[config.mk]
export PLATFORM = sky130hd
export DESIGN_NAME = sprite_list_renderer
export DESIGN_NICKNAME = d
export VERILOG_FILES = /design/src/rtl/spr_pkg.sv /design/src/rtl/spr_entry_loader.sv /design/src/rtl/spr_texel_walk.sv /design/src/rtl/spr_pixel_emit.sv /design/src/rtl/sprite_list_renderer.sv
export SDC_FILE = /design/constraint.sdc
export NUM_CORES = 1
export LEC_CHECK = 0
export ABC_AREA = 1
export BUFFER_PORTS_ARGS = -buffer_cell sky130_fd_sc_hd__buf_2
export CORE_ASPECT_RATIO = 2
export CORE_UTILIZATION = 35
export CTS_CLUSTER_SIZE = 40
export DETAILED_ROUTE_END_ITERATION = 10
export PLACE_DENSITY = 0.64
export SYNTH_ARGS = -nofsm -noshare
export SYNTH_HDL_FRONTEND = slang
export SYNTH_SLANG_ARGS = --single-unit
export TNS_END_PERCENT = 5
[constraint.sdc]
create_clock -name clk -period 5.65 [get_ports clk]
set_input_delay 0.565 -clock clk [delete_from_list [all_inputs] [get_ports clk]]
set_output_delay 0.565 -clock clk [all_outputs]
set_load 0.02 [all_outputs]
[src/rtl/spr_pkg.sv]
// Package: shared types and constants of the sprite list renderer.
// Assumes 8-bit screen coordinates and 8-byte table entries.
package spr_pkg;

    localparam int COORD_W = 8;    // screen and texel coordinate width
    localparam int SIZE_W  = 4;    // width of in-sprite column/row counters

    // attribute bit positions
    localparam int A_WIDE   = 0;
    localparam int A_TALL   = 1;
    localparam int A_MIRX   = 2;
    localparam int A_MIRY   = 3;
    localparam int A_ENABLE = 7;

    // byte offsets of the used fields inside one entry
    localparam int OFS_ATTR = 0;
    localparam int OFS_YPOS = 1;
    localparam int OFS_XPOS = 2;
    localparam int OFS_TEXX = 4;
    localparam int OFS_TEXY = 5;
    localparam int N_FIELDS = 5;

    typedef struct packed {
        logic               enable;
        logic               mir_y;
        logic               mir_x;
        logic               tall;
        logic               wide;
        logic [COORD_W-1:0] ypos;
        logic [COORD_W-1:0] xpos;
        logic [COORD_W-1:0] texx;
        logic [COORD_W-1:0] texy;
    } spr_desc_t;

    typedef enum logic [1:0] {
        P_IDLE,
        P_LOAD,
        P_DRAW,
        P_NEXT
    } pass_state_t;

    typedef enum logic [1:0] {
        W_IDLE,
        W_ISSUE,
        W_WAIT
    } walk_state_t;

    // last index (size-1) of a sprite axis
    function automatic logic [SIZE_W-1:0] axis_last(input logic big);
        return big ? SIZE_W'(15) : SIZE_W'(7);
    endfunction

endpackage

[src/rtl/spr_entry_loader.sv]
// Entry loader: reads the five used bytes of one table entry and
// presents them as a decoded descriptor.
// Assumes a table RAM with one cycle of read latency and an entry
// index held stable from load_go until load_done.
module spr_entry_loader
    import spr_pkg::*;
#(
    parameter int ENTRIES     = 64,
    parameter int ENTRY_BYTES = 8,
    localparam int IDX_W      = $clog2(ENTRIES),
    localparam int OFF_W      = $clog2(ENTRY_BYTES),
    localparam int TBL_AW     = IDX_W + OFF_W
) (
    input  logic              clk,
    input  logic              rst_n,
    input  logic              load_go,
    input  logic [IDX_W-1:0]  load_idx,
    output logic [TBL_AW-1:0] tbl_addr,
    input  logic [7:0]        tbl_data,
    output logic              load_done,
    output spr_desc_t         desc
);

    localparam int FLD_W = $clog2(N_FIELDS);

    logic             issuing;
    logic [FLD_W-1:0] issue_f;
    logic             cap_vld;
    logic [FLD_W-1:0] cap_f;
    logic [7:0]       attr_q, ypos_q, xpos_q, texx_q, texy_q;

    // map a field number to its byte offset inside an entry
    function automatic logic [OFF_W-1:0] field_ofs(input logic [FLD_W-1:0] f);
        case (f)
            FLD_W'(0): return OFF_W'(OFS_ATTR);
            FLD_W'(1): return OFF_W'(OFS_YPOS);
            FLD_W'(2): return OFF_W'(OFS_XPOS);
            FLD_W'(3): return OFF_W'(OFS_TEXX);
            default:   return OFF_W'(OFS_TEXY);
        endcase
    endfunction

    // table address of the field now being requested
    always_comb tbl_addr = {load_idx, field_ofs(issue_f)};

    // issue sequencer and capture of returning bytes
    always_ff @(posedge clk) begin
        if (!rst_n) begin
            issuing   <= 1'b0;
            issue_f   <= '0;
            cap_vld   <= 1'b0;
            cap_f     <= '0;
            load_done <= 1'b0;
            attr_q    <= '0;
            ypos_q    <= '0;
            xpos_q    <= '0;
            texx_q    <= '0;
            texy_q    <= '0;
        end else begin
            load_done <= 1'b0;
            cap_vld   <= issuing;
            cap_f     <= issue_f;
            if (load_go) begin
                issuing <= 1'b1;
                issue_f <= '0;
            end else if (issuing) begin
                if (issue_f == FLD_W'(N_FIELDS - 1)) issuing <= 1'b0;
                else                                 issue_f <= issue_f + 1'b1;
            end
            if (cap_vld) begin
                case (cap_f)
                    FLD_W'(0): attr_q <= tbl_data;
                    FLD_W'(1): ypos_q <= tbl_data;
                    FLD_W'(2): xpos_q <= tbl_data;
                    FLD_W'(3): texx_q <= tbl_data;
                    default:   texy_q <= tbl_data;
                endcase
                if (cap_f == FLD_W'(N_FIELDS - 1)) load_done <= 1'b1;
            end
        end
    end

    // decode the attribute byte into descriptor flags
    always_comb begin
        desc.enable = attr_q[A_ENABLE];
        desc.mir_y  = attr_q[A_MIRY];
        desc.mir_x  = attr_q[A_MIRX];
        desc.tall   = attr_q[A_TALL];
        desc.wide   = attr_q[A_WIDE];
        desc.ypos   = ypos_q;
        desc.xpos   = xpos_q;
        desc.texx   = texx_q;
        desc.texy   = texy_q;
    end

endmodule

[src/rtl/spr_texel_walk.sv]
// Texel walker: steps column/row counters across one sprite in
// row-major unmirrored order and issues one texel read per step,
// waiting for each read to return before the next.
// Assumes tex_valid pulses once per request, at least a cycle later.
module spr_texel_walk
    import spr_pkg::*;
#(
    parameter int BASE_W = 16,
    localparam int TEX_AW = BASE_W + COORD_W
) (
    input  logic               clk,
    input  logic               rst_n,
    input  logic               walk_go,
    input  logic               wide,
    input  logic               tall,
    input  logic [COORD_W-1:0] texx,
    input  logic [COORD_W-1:0] texy,
    input  logic [BASE_W-1:0]  gfx_base,
    input  logic               tex_valid,
    output logic               tex_req,
    output logic [TEX_AW-1:0]  tex_addr,
    output logic               hit,
    output logic [SIZE_W-1:0]  col,
    output logic [SIZE_W-1:0]  row,
    output logic               walk_end
);

    localparam int PAD_W = TEX_AW - 2 * COORD_W;

    walk_state_t        wst;
    logic [COORD_W-1:0] tcol, trow;
    logic [TEX_AW-1:0]  addr_n;
    logic [SIZE_W-1:0]  col_last, row_last;

    // sizes of the current sprite
    always_comb col_last = axis_last(wide);
    always_comb row_last = axis_last(tall);

    // texel address with per-axis wrap inside the 256-wide page
    always_comb begin
        tcol   = texx + COORD_W'(col);
        trow   = texy + COORD_W'(row);
        addr_n = {gfx_base, {COORD_W{1'b0}}} + {{PAD_W{1'b0}}, trow, tcol};
    end

    // a returning texel for the step in progress
    always_comb hit = (wst == W_WAIT) && tex_valid;

    // walk state, counters and request generation
    always_ff @(posedge clk) begin
        if (!rst_n) begin
            wst      <= W_IDLE;
            col      <= '0;
            row      <= '0;
            tex_req  <= 1'b0;
            tex_addr <= '0;
            walk_end <= 1'b0;
        end else begin
            tex_req  <= 1'b0;
            walk_end <= 1'b0;
            case (wst)
                W_IDLE: begin
                    if (walk_go) begin
                        col <= '0;
                        row <= '0;
                        wst <= W_ISSUE;
                    end
                end
                W_ISSUE: begin
                    tex_req  <= 1'b1;
                    tex_addr <= addr_n;
                    wst      <= W_WAIT;
                end
                W_WAIT: begin
                    if (tex_valid) begin
                        if (col == col_last) begin
                            col <= '0;
                            if (row == row_last) begin
                                walk_end <= 1'b1;
                                wst      <= W_IDLE;
                            end else begin
                                row <= row + 1'b1;
                                wst <= W_ISSUE;
                            end
                        end else begin
                            col <= col + 1'b1;
                            wst <= W_ISSUE;
                        end
                    end
                end
                default: wst <= W_IDLE;
            endcase
        end
    end

endmodule

[src/rtl/spr_pixel_emit.sv]
// Pixel emitter: turns a returned texel into a frame-buffer write,
// applying per-axis mirroring, 256 wrap and zero transparency.
// Assumes col/row still hold the step whose texel is returning.
module spr_pixel_emit
    import spr_pkg::*;
#(
    parameter int PIX_W = 8
) (
    input  logic               clk,
    input  logic               rst_n,
    input  logic               hit,
    input  logic [PIX_W-1:0]   texel,
    input  logic [SIZE_W-1:0]  col,
    input  logic [SIZE_W-1:0]  row,
    input  logic               wide,
    input  logic               tall,
    input  logic               mir_x,
    input  logic               mir_y,
    input  logic [COORD_W-1:0] xpos,
    input  logic [COORD_W-1:0] ypos,
    output logic               px_we,
    output logic [COORD_W-1:0] px_x,
    output logic [COORD_W-1:0] px_y,
    output logic [PIX_W-1:0]   px_color
);

    logic [1:0]         mir;
    logic [1:0]         big;
    logic [SIZE_W-1:0]  step   [2];
    logic [SIZE_W-1:0]  placed [2];
    logic [COORD_W-1:0] origin [2];
    logic [COORD_W-1:0] screen [2];

    // gather per-axis inputs (index 0 is x, index 1 is y)
    always_comb begin
        mir       = {mir_y, mir_x};
        big       = {tall, wide};
        step[0]   = col;
        step[1]   = row;
        origin[0] = xpos;
        origin[1] = ypos;
    end

    for (genvar a = 0; a < 2; a++) begin : g_axis
        // mirrored or direct offset, then wrapped screen position
        always_comb begin
            placed[a] = mir[a] ? (axis_last(big[a]) - step[a]) : step[a];
            screen[a] = origin[a] + COORD_W'(placed[a]);
        end
    end

    // register the write; zero texels are dropped
    always_ff @(posedge clk) begin
        if (!rst_n) begin
            px_we    <= 1'b0;
            px_x     <= '0;
            px_y     <= '0;
            px_color <= '0;
        end else begin
            px_we <= hit && (texel != '0);
            if (hit) begin
                px_x     <= screen[0];
                px_y     <= screen[1];
                px_color <= texel;
            end
        end
    end

endmodule

[src/rtl/sprite_list_renderer.sv]
// Sprite list renderer top: sequences entries 0..ENTRIES-1, loading
// each descriptor and walking enabled sprites, then pulses done.
// Assumes start is a single-cycle pulse; starts while busy are dropped.
module sprite_list_renderer
    import spr_pkg::*;
#(
    parameter int ENTRIES     = 64,
    parameter int ENTRY_BYTES = 8,
    parameter int BASE_W      = 16,
    parameter int PIX_W       = 8,
    localparam int IDX_W      = $clog2(ENTRIES),
    localparam int TBL_AW     = IDX_W + $clog2(ENTRY_BYTES),
    localparam int TEX_AW     = BASE_W + COORD_W
) (
    input  logic               clk,
    input  logic               rst_n,
    input  logic               start,
    input  logic [BASE_W-1:0]  gfx_base,
    output logic [TBL_AW-1:0]  tbl_addr,
    input  logic [7:0]         tbl_data,
    output logic               tex_req,
    output logic [TEX_AW-1:0]  tex_addr,
    input  logic               tex_valid,
    input  logic [PIX_W-1:0]   tex_data,
    output logic               px_we,
    output logic [COORD_W-1:0] px_x,
    output logic [COORD_W-1:0] px_y,
    output logic [PIX_W-1:0]   px_color,
    output logic               busy,
    output logic               done
);

    localparam logic [IDX_W-1:0] LAST_IDX = IDX_W'(ENTRIES - 1);

    pass_state_t       pst;
    logic [IDX_W-1:0]  idx;
    logic              load_go, load_done;
    logic              walk_go, walk_end;
    logic              hit;
    logic [SIZE_W-1:0] col, row;
    spr_desc_t         desc;

    spr_entry_loader #(
        .ENTRIES     (ENTRIES),
        .ENTRY_BYTES (ENTRY_BYTES)
    ) u_load (
        .clk       (clk),
        .rst_n     (rst_n),
        .load_go   (load_go),
        .load_idx  (idx),
        .tbl_addr  (tbl_addr),
        .tbl_data  (tbl_data),
        .load_done (load_done),
        .desc      (desc)
    );

    spr_texel_walk #(
        .BASE_W (BASE_W)
    ) u_walk (
        .clk       (clk),
        .rst_n     (rst_n),
        .walk_go   (walk_go),
        .wide      (desc.wide),
        .tall      (desc.tall),
        .texx      (desc.texx),
        .texy      (desc.texy),
        .gfx_base  (gfx_base),
        .tex_valid (tex_valid),
        .tex_req   (tex_req),
        .tex_addr  (tex_addr),
        .hit       (hit),
        .col       (col),
        .row       (row),
        .walk_end  (walk_end)
    );

    spr_pixel_emit #(
        .PIX_W (PIX_W)
    ) u_emit (
        .clk      (clk),
        .rst_n    (rst_n),
        .hit      (hit),
        .texel    (tex_data),
        .col      (col),
        .row      (row),
        .wide     (desc.wide),
        .tall     (desc.tall),
        .mir_x    (desc.mir_x),
        .mir_y    (desc.mir_y),
        .xpos     (desc.xpos),
        .ypos     (desc.ypos),
        .px_we    (px_we),
        .px_x     (px_x),
        .px_y     (px_y),
        .px_color (px_color)
    );

    // pass is active whenever the sequencer is not idle
    always_comb busy = (pst != P_IDLE);

    // entry sequencer: load, optionally draw, advance, finish
    always_ff @(posedge clk) begin
        if (!rst_n) begin
            pst     <= P_IDLE;
            idx     <= '0;
            load_go <= 1'b0;
            walk_go <= 1'b0;
            done    <= 1'b0;
        end else begin
            load_go <= 1'b0;
            walk_go <= 1'b0;
            done    <= 1'b0;
            case (pst)
                P_IDLE: begin
                    if (start) begin
                        idx     <= '0;
                        load_go <= 1'b1;
                        pst     <= P_LOAD;
                    end
                end
                P_LOAD: begin
                    if (load_done) begin
                        if (desc.enable) begin
                            walk_go <= 1'b1;
                            pst     <= P_DRAW;
                        end else begin
                            pst <= P_NEXT;
                        end
                    end
                end
                P_DRAW: begin
                    if (walk_end) pst <= P_NEXT;
                end
                P_NEXT: begin
                    if (idx == LAST_IDX) begin
                        done <= 1'b1;
                        pst  <= P_IDLE;
                    end else begin
                        idx     <= idx + 1'b1;
                        load_go <= 1'b1;
                        pst     <= P_LOAD;
                    end
                end
                default: pst <= P_IDLE;
            endcase
        end
    end

endmodule

==> metrics.sh <==
GLOBALROUTEOVERFLOWTOTAL=0
TOTALNEGATIVESETUPSLACK_PS=0
HOLD_PATH.STARTPOINT='tex_data[6]'
NUMBER_OF_ENABLE_FLIP_FLOP_CELLS_AFTER_SYNTHESIS=0
FINAL_HOLD_VIOL_COUNT=0
POSTSYNTHCELLCOUNT=872
POST_ROUTE_CELLS_DRIVE_ABOVE_1_SHARE_PCT=15.8
FLOORPLAN.DIE.WIDTH_UM=96.4
GRT_ANTENNA_BEFORE_REPAIR=0
ROUTED_VIA_DENSITY=4.89
POSTCTSHOLDBUFS=0
CRIT_PATH_MAX_INCR_DELAY_PS=460
CRITPATHCAPTURETYPE='register'
CLOCK_TREE_FROM_TRITONCTS='built'
DRT-TOTAL-WL_UM=16700
DIE_H_UM=191
ANTENNA_CELLS_INSERTED=0
SYNTH-MAIN-FF-CELL='sky130_fd_sc_hd__dfxtp_1'
POSTCTSSETUPBUFFERS=0
CLOCK_SINKS=118
GP_CONGESTION=0.859
SYNTH.CELL_AREA_MM2=0.00624
MIN_PATH_TYPE='in -> reg'
DIE_AREA_MM2=0.0184
CTS_ROOT_BUFFER='sky130_fd_sc_hd__clkbuf_16'
MAXCAPVIOLATIONS=0
WORST_SETUP_PATH_STARTPOINT='u_walk.row[2]'
POST-PLACE-CELLS=1158
R2R-START='u_walk.row[2]'
SYNTHSIMPLEGATEAREAFRAC_PCT=26.7
RUN_STATUS='finished clean'
FLOORPLAN.INITIALDENSITY_PCT=35.9
SYN-NUM-NETS=952
SETUP_VIOLATIONS=0
CTS_BUFFERS=17
P_PER_AREA_mW_PER_MM2=304
CTS.CLK_SLEW.WORST_PATHS_PS=60
IO_BUFFERS=96
H-TREE-DEPTH=4
WORST_PIN_SLEW_PS=754
DRT_ITER0_DRC=194
CLK_LATENCY_PS=420
LAYOUTNONFILLERINSTCOUNT=1190
FINAL_AREA_MM2=0.00749
LAYOUT.NETS=1047
PIN_COUNT=97
ANT_NETS=0
TIMING.SLEW.HEADROOM_PCT=49.7
FINAL-MAX-SLEW-VIOLATION-COUNT=0
POST_SYNTH_MUX_AREA_SHARE_PCT=0.181
CRIT_PATH_CELL_TRACE='ha_1 -> a21oi_1 -> nand2_1 -> a21oi_1 -> nor2_1 -> xor2_1 -> inv_1 -> ha_1 -> nand2_1 -> nor2_1 -> nand3_1 -> nand2_1 -> nand2_1 -> nand3_1 -> nand2_1 -> nor2_1 -> nor2_1'
ARRIVAL_PS=3050
PLACED_AREA_MM2=0.00690
START_KIND='register'
FLOORPLAN.ROWS=68
CP_MAX_FO=5
AREA_DELTA_SYNTH_FINAL_PCT=20.1
ASYNC_RESET_FF_SHARE_PCT=0
SETUP_REPAIR_AFTER_GLOBAL_ROUTING_MISSED_ITS_MARGIN='no'
DETAILROUTE.VIA_COUNT=5824
IR_WORST_VDD_uV=193
GRT_PASS1_WL_UM=26500
GRT_USAGE_PCT=19.1
SYNTH.FF_LATCH_COUNT=118
CTSLONGESTPATHBUFFERS=2
TOTAL_LEAKAGE_POWER_nW=3.88
YOSYS_WARNING_TOTAL=0
MAX_CLOCK_FREQ_MHz=364
TIMING.FINAL.CRIT_SHARE_PCT=48.6
CRIT_TOP_CELL='sky130_fd_sc_hd__nand2_1'
FIRST_PASS_ITERS=4
SYNTH-SEQ-AREA-SHARE_PCT=37.9
POSTSYNTHAREAPERCELL_UM2=7.15
SYNTH_TOP_FAMILY_BY_AREA='simple AND/OR/NAND/NOR gates'
ROUTE.DETAILED.DRC=0
VIA_COUNT_OF_THE_FIRST_GLOBAL_ROUTING_PASS=5495
SETUP.WORST_PATH.CLASS='reg -> reg'
WORSTPATHREQUIRED_PS=5960
POST_CTS_RESIZED=0
SLOWEST_STAGE='sky130_fd_sc_hd__dfxtp_1'
POST_DRT_WL_PER_CELL_UM=14.0
DISTINCT_CELL_TYPE_COUNT_OF_THE_SYNTHESIZED_NETLIST=42
FINALCRITICALPERIOD_PS=2740
FINCLKSKEW_PS=9.56
SYNTH_FA_HA_AREA_SHARE_PCT=9.43
GRT_MAX_DEGREE=77
PLACE.DETAILED.HPWL_UM=12400
POST_SYNTH_XOR_AREA_FRACTION_PCT=4.35
CORE_FOOTPRINT_MM2=0.0174
SYNTH_COMPOUND_GATE_AREA_SHARE_PCT=13.2
## path summary, 6_finish.rpt
check                         to  slack (ps)  depth (start not counted)
min           u_emit.px_color[6]         400                          3
max          u_walk.tex_addr[23]        2910                         17
max reg2reg  u_walk.tex_addr[23]        2910                         17
min reg2reg       u_load.cap_vld         460                          2
## per-layer routing
| layer | vias to the layer above | GRT usage (%) | routed length, um |
|---|---|---|---|
| met3 | 58 | 3.19 | 550 |
| met1 | 2625 | 18.2 | 6190 |
| met2 | 144 | 35.5 | 8900 |
| li1 | 2997 | - | - |
| met4 | 0 | 13.5 | 1060 |
| met5 | - | 0 | 0 |
## synthesized netlist by cell type, drive strengths merged (9+ instances only)
cell type	count	area [um2]
o21ai	75	375
nand2	165	642
a21oi	66	330
dfxtp	118	2360
clkbuf	15	56.3
nand4	9	56.3
xnor2	10	87.6
xor2	21	184
nand3	52	270
nor2	144	553
ha	39	488
inv	109	409
## kinds of logic after synthesis
family                   count (synthesis)
flip-flops                             118
buffers and inverters                  133
AND/OR/NAND/NOR                        388
multiplexers                             1
adder cells (fa/ha/maj)                 44
XOR/XNOR                                31
AO/OA/AOI/OAI                          157
## registers in the layout, summed over array words and instances (netlist names), 2 cells and up
register         count
u_load.texy_q        8
u_emit.px_y          8
u_load.ypos_q        8
u_load.cap_f         3
u_emit.px_color      8
u_walk.tex_addr     24
u_load.texx_q        8
u_walk.row           4
idx                  6
u_emit.px_x          8
u_load.xpos_q        8
u_walk.wst           2
pst                  2
u_walk.col           4
u_load.issue_f       3
u_load.attr_q        5
## stage by stage
| stage | util, % | power [mW] | hold slack, ps | setup WS [ps] |
|---|---|---|---|---|
| final | 43.2 | 2.28 | 402 | 2910 |
| after global routing | 43.2 | 2.38 | 399 | 2550 |
| after CTS | 43.2 | 2.30 | 385 | 2900 |
| after detailed placement | 39.8 | 1.21 | 443 | 2910 |
| after global placement | 39.8 | 1.21 | 450 | 2950 |
| after floorplan | - | 1.11 | 419 | 3190 |
## placed cells by master, fill, tap and decap left out, types with 17 or more instances in the layout
master / n
sky130_fd_sc_hd__clkbuf_16: 17
sky130_fd_sc_hd__nand3_1: 50
sky130_fd_sc_hd__inv_1: 105
sky130_fd_sc_hd__xor2_1: 21
sky130_fd_sc_hd__a21oi_1: 66
sky130_fd_sc_hd__nor2_1: 141
sky130_fd_sc_hd__buf_2: 96
sky130_fd_sc_hd__o21ai_0: 71
sky130_fd_sc_hd__nand2_1: 158
sky130_fd_sc_hd__ha_1: 39
sky130_fd_sc_hd__dfxtp_1: 118
## area by class of cell
type	count	area, um2
fill	1856	9860
tap	210	263
clock inverter	14	153
clock buffer	18	439
timing repair buffer	99	503
multi-input combinational	621	3360
inverter	110	414
sequential	118	2360
## report_power, final
| group | internal, mW | leakage, nW | switching [mW] |
|---|---|---|---|
| logic | 0.0997 | 2.65 | 0.204 |
| clock network | 0.664 | 0.279 | 0.423 |
| registers | 0.862 | 0.952 | 0.0286 |
## worst max-delay path, delay by kind of cell (launching register included)
family | cells | cell delay, ps
XOR/XNOR | 1 | 130
buffers and inverters | 1 | 60
adder cells (fa/ha/maj) | 2 | 680
AO/OA/AOI/OAI | 2 | 310
flip-flops | 1 | 460
AND/OR/NAND/NOR | 11 | 1010
Note: power is estimated with default switching activity, not from simulation.
